### src/rtl/dll_gate_pkg.sv
package dll_gate_pkg;

    // Mode-register selector as carried on mrs_sel
    typedef enum logic [1:0] {
        MRSEL_MR0 = 2'd0,
        MRSEL_MR1 = 2'd1,
        MRSEL_MR2 = 2'd2,
        MRSEL_MR3 = 2'd3
    } mr_sel_e;

    // Beats per read burst and data-rate factor
    localparam int unsigned BURST_BEATS = 8;
    localparam int unsigned BEATS_PER_CLK = 2;

    // Reject pulse pair registered at the top
    typedef struct packed {
        logic rd_rej;
        logic odt_rej;
    } reject_t;

endpackage

### src/rtl/dll_mode_tracker.sv
module dll_mode_tracker
    import dll_gate_pkg::*;
#(
    parameter int unsigned TDLLK   = 512,
    parameter int unsigned LAT_W   = 5,
    parameter int unsigned OFF_CL  = 6,
    parameter int unsigned OFF_CWL = 6
) (
    input  logic             clk,
    input  logic             rst_n,
    input  logic             cmd_mrs,
    input  logic [1:0]       mrs_sel,
    input  logic             mrs_a0,
    input  logic             cmd_dll_rst,
    input  logic             cmd_sre,
    input  logic             cmd_srx,
    input  logic             cke,
    input  logic [LAT_W-1:0] cl,
    input  logic [LAT_W-1:0] cwl,
    output logic             dll_off,
    output logic             in_sr,
    output logic             locked,
    output logic             relock_busy,
    output logic             proto_err
);

    localparam int unsigned CNT_W = $clog2(TDLLK + 1);
    localparam logic [CNT_W-1:0] CNT_LOAD = CNT_W'(TDLLK);
    localparam logic [LAT_W-1:0] CL_OFF_V = LAT_W'(OFF_CL);
    localparam logic [LAT_W-1:0] CWL_OFF_V = LAT_W'(OFF_CWL);

    typedef struct packed {
        logic             dll_off;
        logic             in_sr;
        logic             locked;
        logic [CNT_W-1:0] cnt;
        logic             err;
    } trk_t;

    trk_t trk_d, trk_q;

    logic mr1_write;
    logic bad_off_cfg;
    logic cke_drop;

    always_comb begin
        mr1_write   = cmd_mrs && (mr_sel_e'(mrs_sel) == MRSEL_MR1);
        bad_off_cfg = trk_q.dll_off && ((cl != CL_OFF_V) || (cwl != CWL_OFF_V));
        cke_drop    = (trk_q.cnt != '0) && !cke;

        trk_d = trk_q;

        // relock countdown
        if (trk_q.cnt != '0) begin
            trk_d.cnt = trk_q.cnt - 1'b1;
            if (trk_q.cnt == CNT_W'(1)) begin
                trk_d.locked = 1'b1;
            end
        end

        // command effects, highest priority first
        if (cmd_sre && !trk_q.in_sr) begin
            trk_d.in_sr  = 1'b1;
            trk_d.locked = 1'b0;
            trk_d.cnt    = '0;
        end else if (cmd_srx && trk_q.in_sr) begin
            trk_d.in_sr  = 1'b0;
            trk_d.locked = 1'b0;
            trk_d.cnt    = trk_q.dll_off ? '0 : CNT_LOAD;
        end else if (!trk_q.in_sr && mr1_write) begin
            if (mrs_a0 && !trk_q.dll_off) begin
                trk_d.dll_off = 1'b1;
                trk_d.locked  = 1'b0;
                trk_d.cnt     = '0;
            end else if (!mrs_a0 && trk_q.dll_off) begin
                trk_d.dll_off = 1'b0;
                trk_d.locked  = 1'b0;
                trk_d.cnt     = '0;
            end
        end else if (!trk_q.in_sr && !trk_q.dll_off && cmd_dll_rst) begin
            trk_d.locked = 1'b0;
            trk_d.cnt    = CNT_LOAD;
        end

        // sticky protocol error
        if (cke_drop || bad_off_cfg) begin
            trk_d.err = 1'b1;
        end
    end

    always_ff @(posedge clk) begin
        if (!rst_n) begin
            trk_q <= '{dll_off: 1'b0, in_sr: 1'b0, locked: 1'b0, cnt: '0, err: 1'b0};
        end else begin
            trk_q <= trk_d;
        end
    end

    assign dll_off     = trk_q.dll_off;
    assign in_sr       = trk_q.in_sr;
    assign locked      = trk_q.locked;
    assign relock_busy = (trk_q.cnt != '0);
    assign proto_err   = trk_q.err;

endmodule

### src/rtl/rl_window_gen.sv
module rl_window_gen
    import dll_gate_pkg::*;
#(
    parameter int unsigned LAT_W = 5
) (
    input  logic             clk,
    input  logic             rst_n,
    input  logic             rd_go,
    input  logic             dll_off,
    input  logic [LAT_W-1:0] al,
    input  logic [LAT_W-1:0] cl,
    output logic [LAT_W:0]   rd_lat,
    output logic             rd_window
);

    localparam int unsigned RL_W   = LAT_W + 1;
    localparam int unsigned DEPTH  = 1 << RL_W;
    localparam int unsigned BEATS  = BURST_BEATS / BEATS_PER_CLK;
    localparam int unsigned BCNT_W = $clog2(BEATS + 1);

    typedef struct packed {
        logic [DEPTH-1:0]  starts;
        logic [BCNT_W-1:0] beats;
    } win_t;

    win_t win_d, win_q;

    logic [RL_W-1:0] lat_sum;
    logic [RL_W-1:0] lat_eff;
    logic [RL_W-1:0] lat_sched;

    always_comb begin
        lat_sum   = {1'b0, al} + {1'b0, cl};
        lat_eff   = dll_off ? (lat_sum - 1'b1) : lat_sum;
        lat_sched = (lat_eff == '0) ? RL_W'(1) : lat_eff;

        win_d        = win_q;
        win_d.starts = win_q.starts >> 1;
        if (rd_go) begin
            win_d.starts[lat_sched - 1'b1] = 1'b1;
        end

        if (win_q.starts[0]) begin
            win_d.beats = BCNT_W'(BEATS);
        end else if (win_q.beats != '0) begin
            win_d.beats = win_q.beats - 1'b1;
        end
    end

    always_ff @(posedge clk) begin
        if (!rst_n) begin
            win_q <= '{starts: '0, beats: '0};
        end else begin
            win_q <= win_d;
        end
    end

    assign rd_lat    = lat_eff;
    assign rd_window = (win_q.beats != '0);

endmodule

### src/rtl/dll_read_gate.sv
module dll_read_gate
    import dll_gate_pkg::*;
#(
    parameter int unsigned TDLLK   = 512,
    parameter int unsigned LAT_W   = 5,
    parameter int unsigned OFF_CL  = 6,
    parameter int unsigned OFF_CWL = 6
) (
    input  logic             clk,
    input  logic             rst_n,
    input  logic             cmd_mrs,
    input  logic [1:0]       mrs_sel,
    input  logic             mrs_a0,
    input  logic             cmd_dll_rst,
    input  logic             cmd_sre,
    input  logic             cmd_srx,
    input  logic             cmd_rd,
    input  logic             cmd_odt,
    input  logic             cke,
    input  logic [LAT_W-1:0] al,
    input  logic [LAT_W-1:0] cl,
    input  logic [LAT_W-1:0] cwl,
    output logic             rd_ok,
    output logic             odt_ok,
    output logic             wr_ok,
    output logic [LAT_W:0]   rd_lat,
    output logic             rd_window,
    output logic             rd_reject,
    output logic             odt_reject,
    output logic             proto_err
);

    logic dll_off;
    logic in_sr;
    logic locked;
    logic relock_busy;
    logic rd_go;

    reject_t rej_d, rej_q;

    dll_mode_tracker #(
        .TDLLK  (TDLLK),
        .LAT_W  (LAT_W),
        .OFF_CL (OFF_CL),
        .OFF_CWL(OFF_CWL)
    ) u_tracker (
        .clk        (clk),
        .rst_n      (rst_n),
        .cmd_mrs    (cmd_mrs),
        .mrs_sel    (mrs_sel),
        .mrs_a0     (mrs_a0),
        .cmd_dll_rst(cmd_dll_rst),
        .cmd_sre    (cmd_sre),
        .cmd_srx    (cmd_srx),
        .cke        (cke),
        .cl         (cl),
        .cwl        (cwl),
        .dll_off    (dll_off),
        .in_sr      (in_sr),
        .locked     (locked),
        .relock_busy(relock_busy),
        .proto_err  (proto_err)
    );

    // Permits: reads need a locked DLL or DLL-off mode, ODT needs lock
    always_comb begin
        rd_ok  = !in_sr && (dll_off || locked);
        odt_ok = !in_sr && !dll_off && locked;
        wr_ok  = !in_sr;
        rd_go  = cmd_rd && rd_ok;

        rej_d.rd_rej  = cmd_rd && !rd_ok;
        rej_d.odt_rej = cmd_odt && !odt_ok;
    end

    always_ff @(posedge clk) begin
        if (!rst_n) begin
            rej_q <= '{rd_rej: 1'b0, odt_rej: 1'b0};
        end else begin
            rej_q <= rej_d;
        end
    end

    assign rd_reject  = rej_q.rd_rej;
    assign odt_reject = rej_q.odt_rej;

    rl_window_gen #(
        .LAT_W(LAT_W)
    ) u_window (
        .clk      (clk),
        .rst_n    (rst_n),
        .rd_go    (rd_go),
        .dll_off  (dll_off),
        .al       (al),
        .cl       (cl),
        .rd_lat   (rd_lat),
        .rd_window(rd_window)
    );

endmodule

### config.mk
export PLATFORM = sky130hd
export DESIGN_NAME = dll_read_gate
export DESIGN_NICKNAME = d
export VERILOG_FILES = /design/src/rtl/dll_gate_pkg.sv /design/src/rtl/dll_mode_tracker.sv /design/src/rtl/rl_window_gen.sv /design/src/rtl/dll_read_gate.sv
export SDC_FILE = /design/constraint.sdc
export NUM_CORES = 1
export LEC_CHECK = 0
export BUFFER_PORTS_ARGS = -buffer_cell sky130_fd_sc_hd__buf_2
export CAP_MARGIN = 20
export CORE_MARGIN = 2
export CORE_UTILIZATION = 53
export CTS_CLUSTER_SIZE = 25
export DETAILED_ROUTE_END_ITERATION = 16
export PLACE_DENSITY = 0.82
export RECOVER_POWER = 50
export SLEW_MARGIN = 30
export SYNTH_ARGS = -nofsm -noshare
export SYNTH_HDL_FRONTEND = slang
export SYNTH_SLANG_ARGS = --single-unit
### constraint.sdc
create_clock -name clk -period 4.1 [get_ports clk]
set_input_delay 0.82 -clock clk [delete_from_list [all_inputs] [get_ports clk]]
set_output_delay 0.82 -clock clk [all_outputs]
set_load 0.05 [all_outputs]
==> flow_metrics.tcl <==
set metrics [dict create \
    post_drt_wl_per_cell_um 15.1 \
    fin_ws_ns 0.209 \
    drtIter0Drc 266 \
    status "completed" \
    antenna_found_initial 0 \
    power.density_nw_per_um2 557 \
    route.met2.wl_um 4540 \
    place_congestion 0.855 \
    cp-start-kind "input pin" \
    yosysWarnings 0 \
    fin_area_um2 4720 \
    cp_max_fo 4 \
    cts_tree "built" \
    pwr-share-seq 0.346 \
    vdd.ir_drop.worst_mv 0.661 \
    synth_top_area_share 0.410 \
    syn-cell-area_um2 4050 \
    fmax_ghz 0.257 \
    skew_ns 0.00660 \
    layout_min_cycle_time_ns 3.89 \
    stdcell_count 594 \
    synthFlopType "dfxtp_1" \
    ys_seq_elements 83 \
    maxSlewViolCount 0 \
    synth_edf_count 0 \
    drc 0 \
    clkTransAtPathRegs_ns 0.09 \
    hold_end "u_window.win_q[49]" \
    dieArea_um2 8350 \
    place_ws_ns -0.124 \
    place_area_um2 4530 \
    clockBufferDepth 2 \
    maxSlewHeadroom 0.490 \
    switching_power_mw 1.07 \
    routedLengthMet1_um 3880 \
    viasPerCell 5.72 \
    synth_area_leaders "dfxtp_1, a32o_1, ha_1" \
    multi_input_area_um2 2230 \
    tns_ns 0 \
    grt_pass1_wl_um 15500 \
    hold_depth 2 \
    grt_overflow 0 \
    maxCapViolCount 0 \
    numCtsBuffers 9 \
    reg2regPathDepth 12 \
    top_layer "met4" \
    core-area_um2 7330 \
    finalPower_mw 2.63 \
    start_util 0.552 \
    syn_nets 467 \
    synthDistinctLibCells 72 \
    cts_max_level 3 \
    cp-end-kind "output port" \
    rr_startpoint "u_tracker.dll_off" \
    io_pins 40 \
    setup_viol 0 \
    pwr-share-clk 0.210 \
    placedCellCount 577 \
    sw_frac_of_total 0.406 \
    finalHoldViolations 0 \
    synth.most_common_cell "dfxtp_1" \
    std_cell_rows 31 \
    regArea_um2 1660 \
    p_int_mw 1.56 \
    fin_crit_sh 0.949 \
    die_h_um 91.4 \
    dr_wl_met3_um 501 \
    yosysTopAreaCell "dfxtp_1" \
    synth_commonest_cells "dfxtp_1, nand2_1, nor2_1, a32o_1, inv_1" \
    synth_cells 424 \
    vias 3399 \
    grt_max_degree 43 \
    seq_area_frac_synth 0.410 \
    p_leak_nw 1.88 \
    ys_async_sr_fraction 0 \
    dp_hpwl_um 6580 \
    drive_gt1_frac 0.232 \
    tightest_slew_ns 0.763 \
    crit_required_ns 3.28 \
    r2r-end "u_window.win_q[4]" \
    syn_avg_cell_area_um2 9.55 \
    cp.arrival_ns 3.07 \
    ant_nets 0 \
    worst_skew_pair.late_latency_ns 0.36 \
    clkSinkCount 83 \
    cts_root_buf "clkbuf_8" \
    hp-start "u_window.win_q[50]" \
    syn_to_final_growth_pct 16.7 \
    rsz0062_at_grt "no" \
    grtUsageTotal 0.227 \
    route.final.wire_length_um 8990 \
    path_class "input pin to output port" \
    worstHoldPathType "flip-flop to flip-flop" \
    n_antenna_cell 0 \
    nets 533 \
    portBuffers 39 \
    grt_pass1_vias 3378 \
    fillers 619 \
    combPwrFrac 0.443 \
    die_w_um 91.4 \
    dr.pass1.iters 5 \
    r2r_slack_ns 1.00 \
]
-- placed cells by master, fill, tap and decap left out, types with 11 or more instances in the layout --
master / n
ha_1: 14
nor3_1: 13
nor2_1: 42
a22o_1: 11
clkbuf_1: 13
nand2_1: 44
inv_1: 17
a32o_1: 21
o31ai_1: 14
buf_4: 33
dfxtp_1: 83
buf_2: 27
-- stage by stage --
step	utilization	hold slack, ns
after floorplan	-	0.396
after global placement	0.619	0.399
after detailed placement	0.619	0.408
after CTS	0.644	0.427
after global routing	0.644	0.449
final	0.644	0.424
-- registers in the layout, summed over array words and instances, names as in the netlist --
signal / cells
u_tracker.locked: 1
u_window.win_q: 67
u_tracker.dll_off: 1
u_tracker.in_sr: 1
odt_reject: 1
u_tracker.proto_err: 1
rd_reject: 1
u_tracker.trk_q: 10
-- per-layer routing --
metal | track usage | vias to the layer above
met3 | 0.0456 | 8
li1 | - | 1691
met2 | 0.400 | 98
met4 | 0.0581 | 0
met5 | 0 | -
met1 | 0.281 | 1602
-- power groups by stage --
| stage | combinational (mW) | sequential (mW) | clock, mW |
|---|---|---|---|
| CTS | 1.19 | 0.911 | 0.568 |
| finish | 1.17 | 0.911 | 0.554 |
| global placement | 1.14 | 0.927 | 0 |
| floorplan | 0.878 | 0.938 | 0 |
| detailed placement | 1.18 | 0.930 | 0 |
| global route | 1.31 | 0.921 | 0.599 |
-- cell families (layout without fill, tap and decap cells) --
logic type	Yosys count	in the layout	synth area share
mux	2	2	0.00494
fa+ha+maj	16	16	0.0513
simple gates	157	157	0.196
compound gates	107	107	0.244
xor+xnor	20	20	0.0507
flops	83	83	0.410
buf+inv	39	110	0.0433
-- layout make-up --
| class | count | share of cell area |
|---|---|---|
| multi-input combinational | 302 | 0.472 |
| sequential | 83 | 0.352 |
| timing repair buffer | 77 | 0.0969 |
| clock buffer | 10 | 0.0291 |
| tap | 99 | 0.0262 |
| inverter | 17 | 0.0135 |
| clock inverter | 6 | 0.0101 |
-- how the worst max path moves through the flow --
stage	from	end	slack, ns
5_1_grt	cl[0]	u_window.win_q[4]	0.0004
3_3_place_gp	al[0]	u_window.win_q[4]	0.009
6_report	cl[0]	rd_lat[5]	0.21
2_1_floorplan	al[0]	u_window.win_q[34]	0.03
3_5_place_dp	al[0]	u_window.win_q[4]	-0.12
4_1_cts	cl[0]	rd_lat[5]	0.09
-- critical path, stage by stage --
cell	delay [ns]
buf_2	0.09
ha_1	0.16
inv_1	0.05
fa_1	0.48
xnor2_2	0.23
buf_4	0.18
or3_1	0.39
o32ai_4	0.29
or2_2	0.14
buf_2	0.25
-- timing repair --
item                       4_1_cts  5_1_grt
setup buffers                    0        1
gates resized for setup          0        5
hold buffers                     0        0
setup endpoints to repair        0       21
Power figures use the tool's default switching activity.
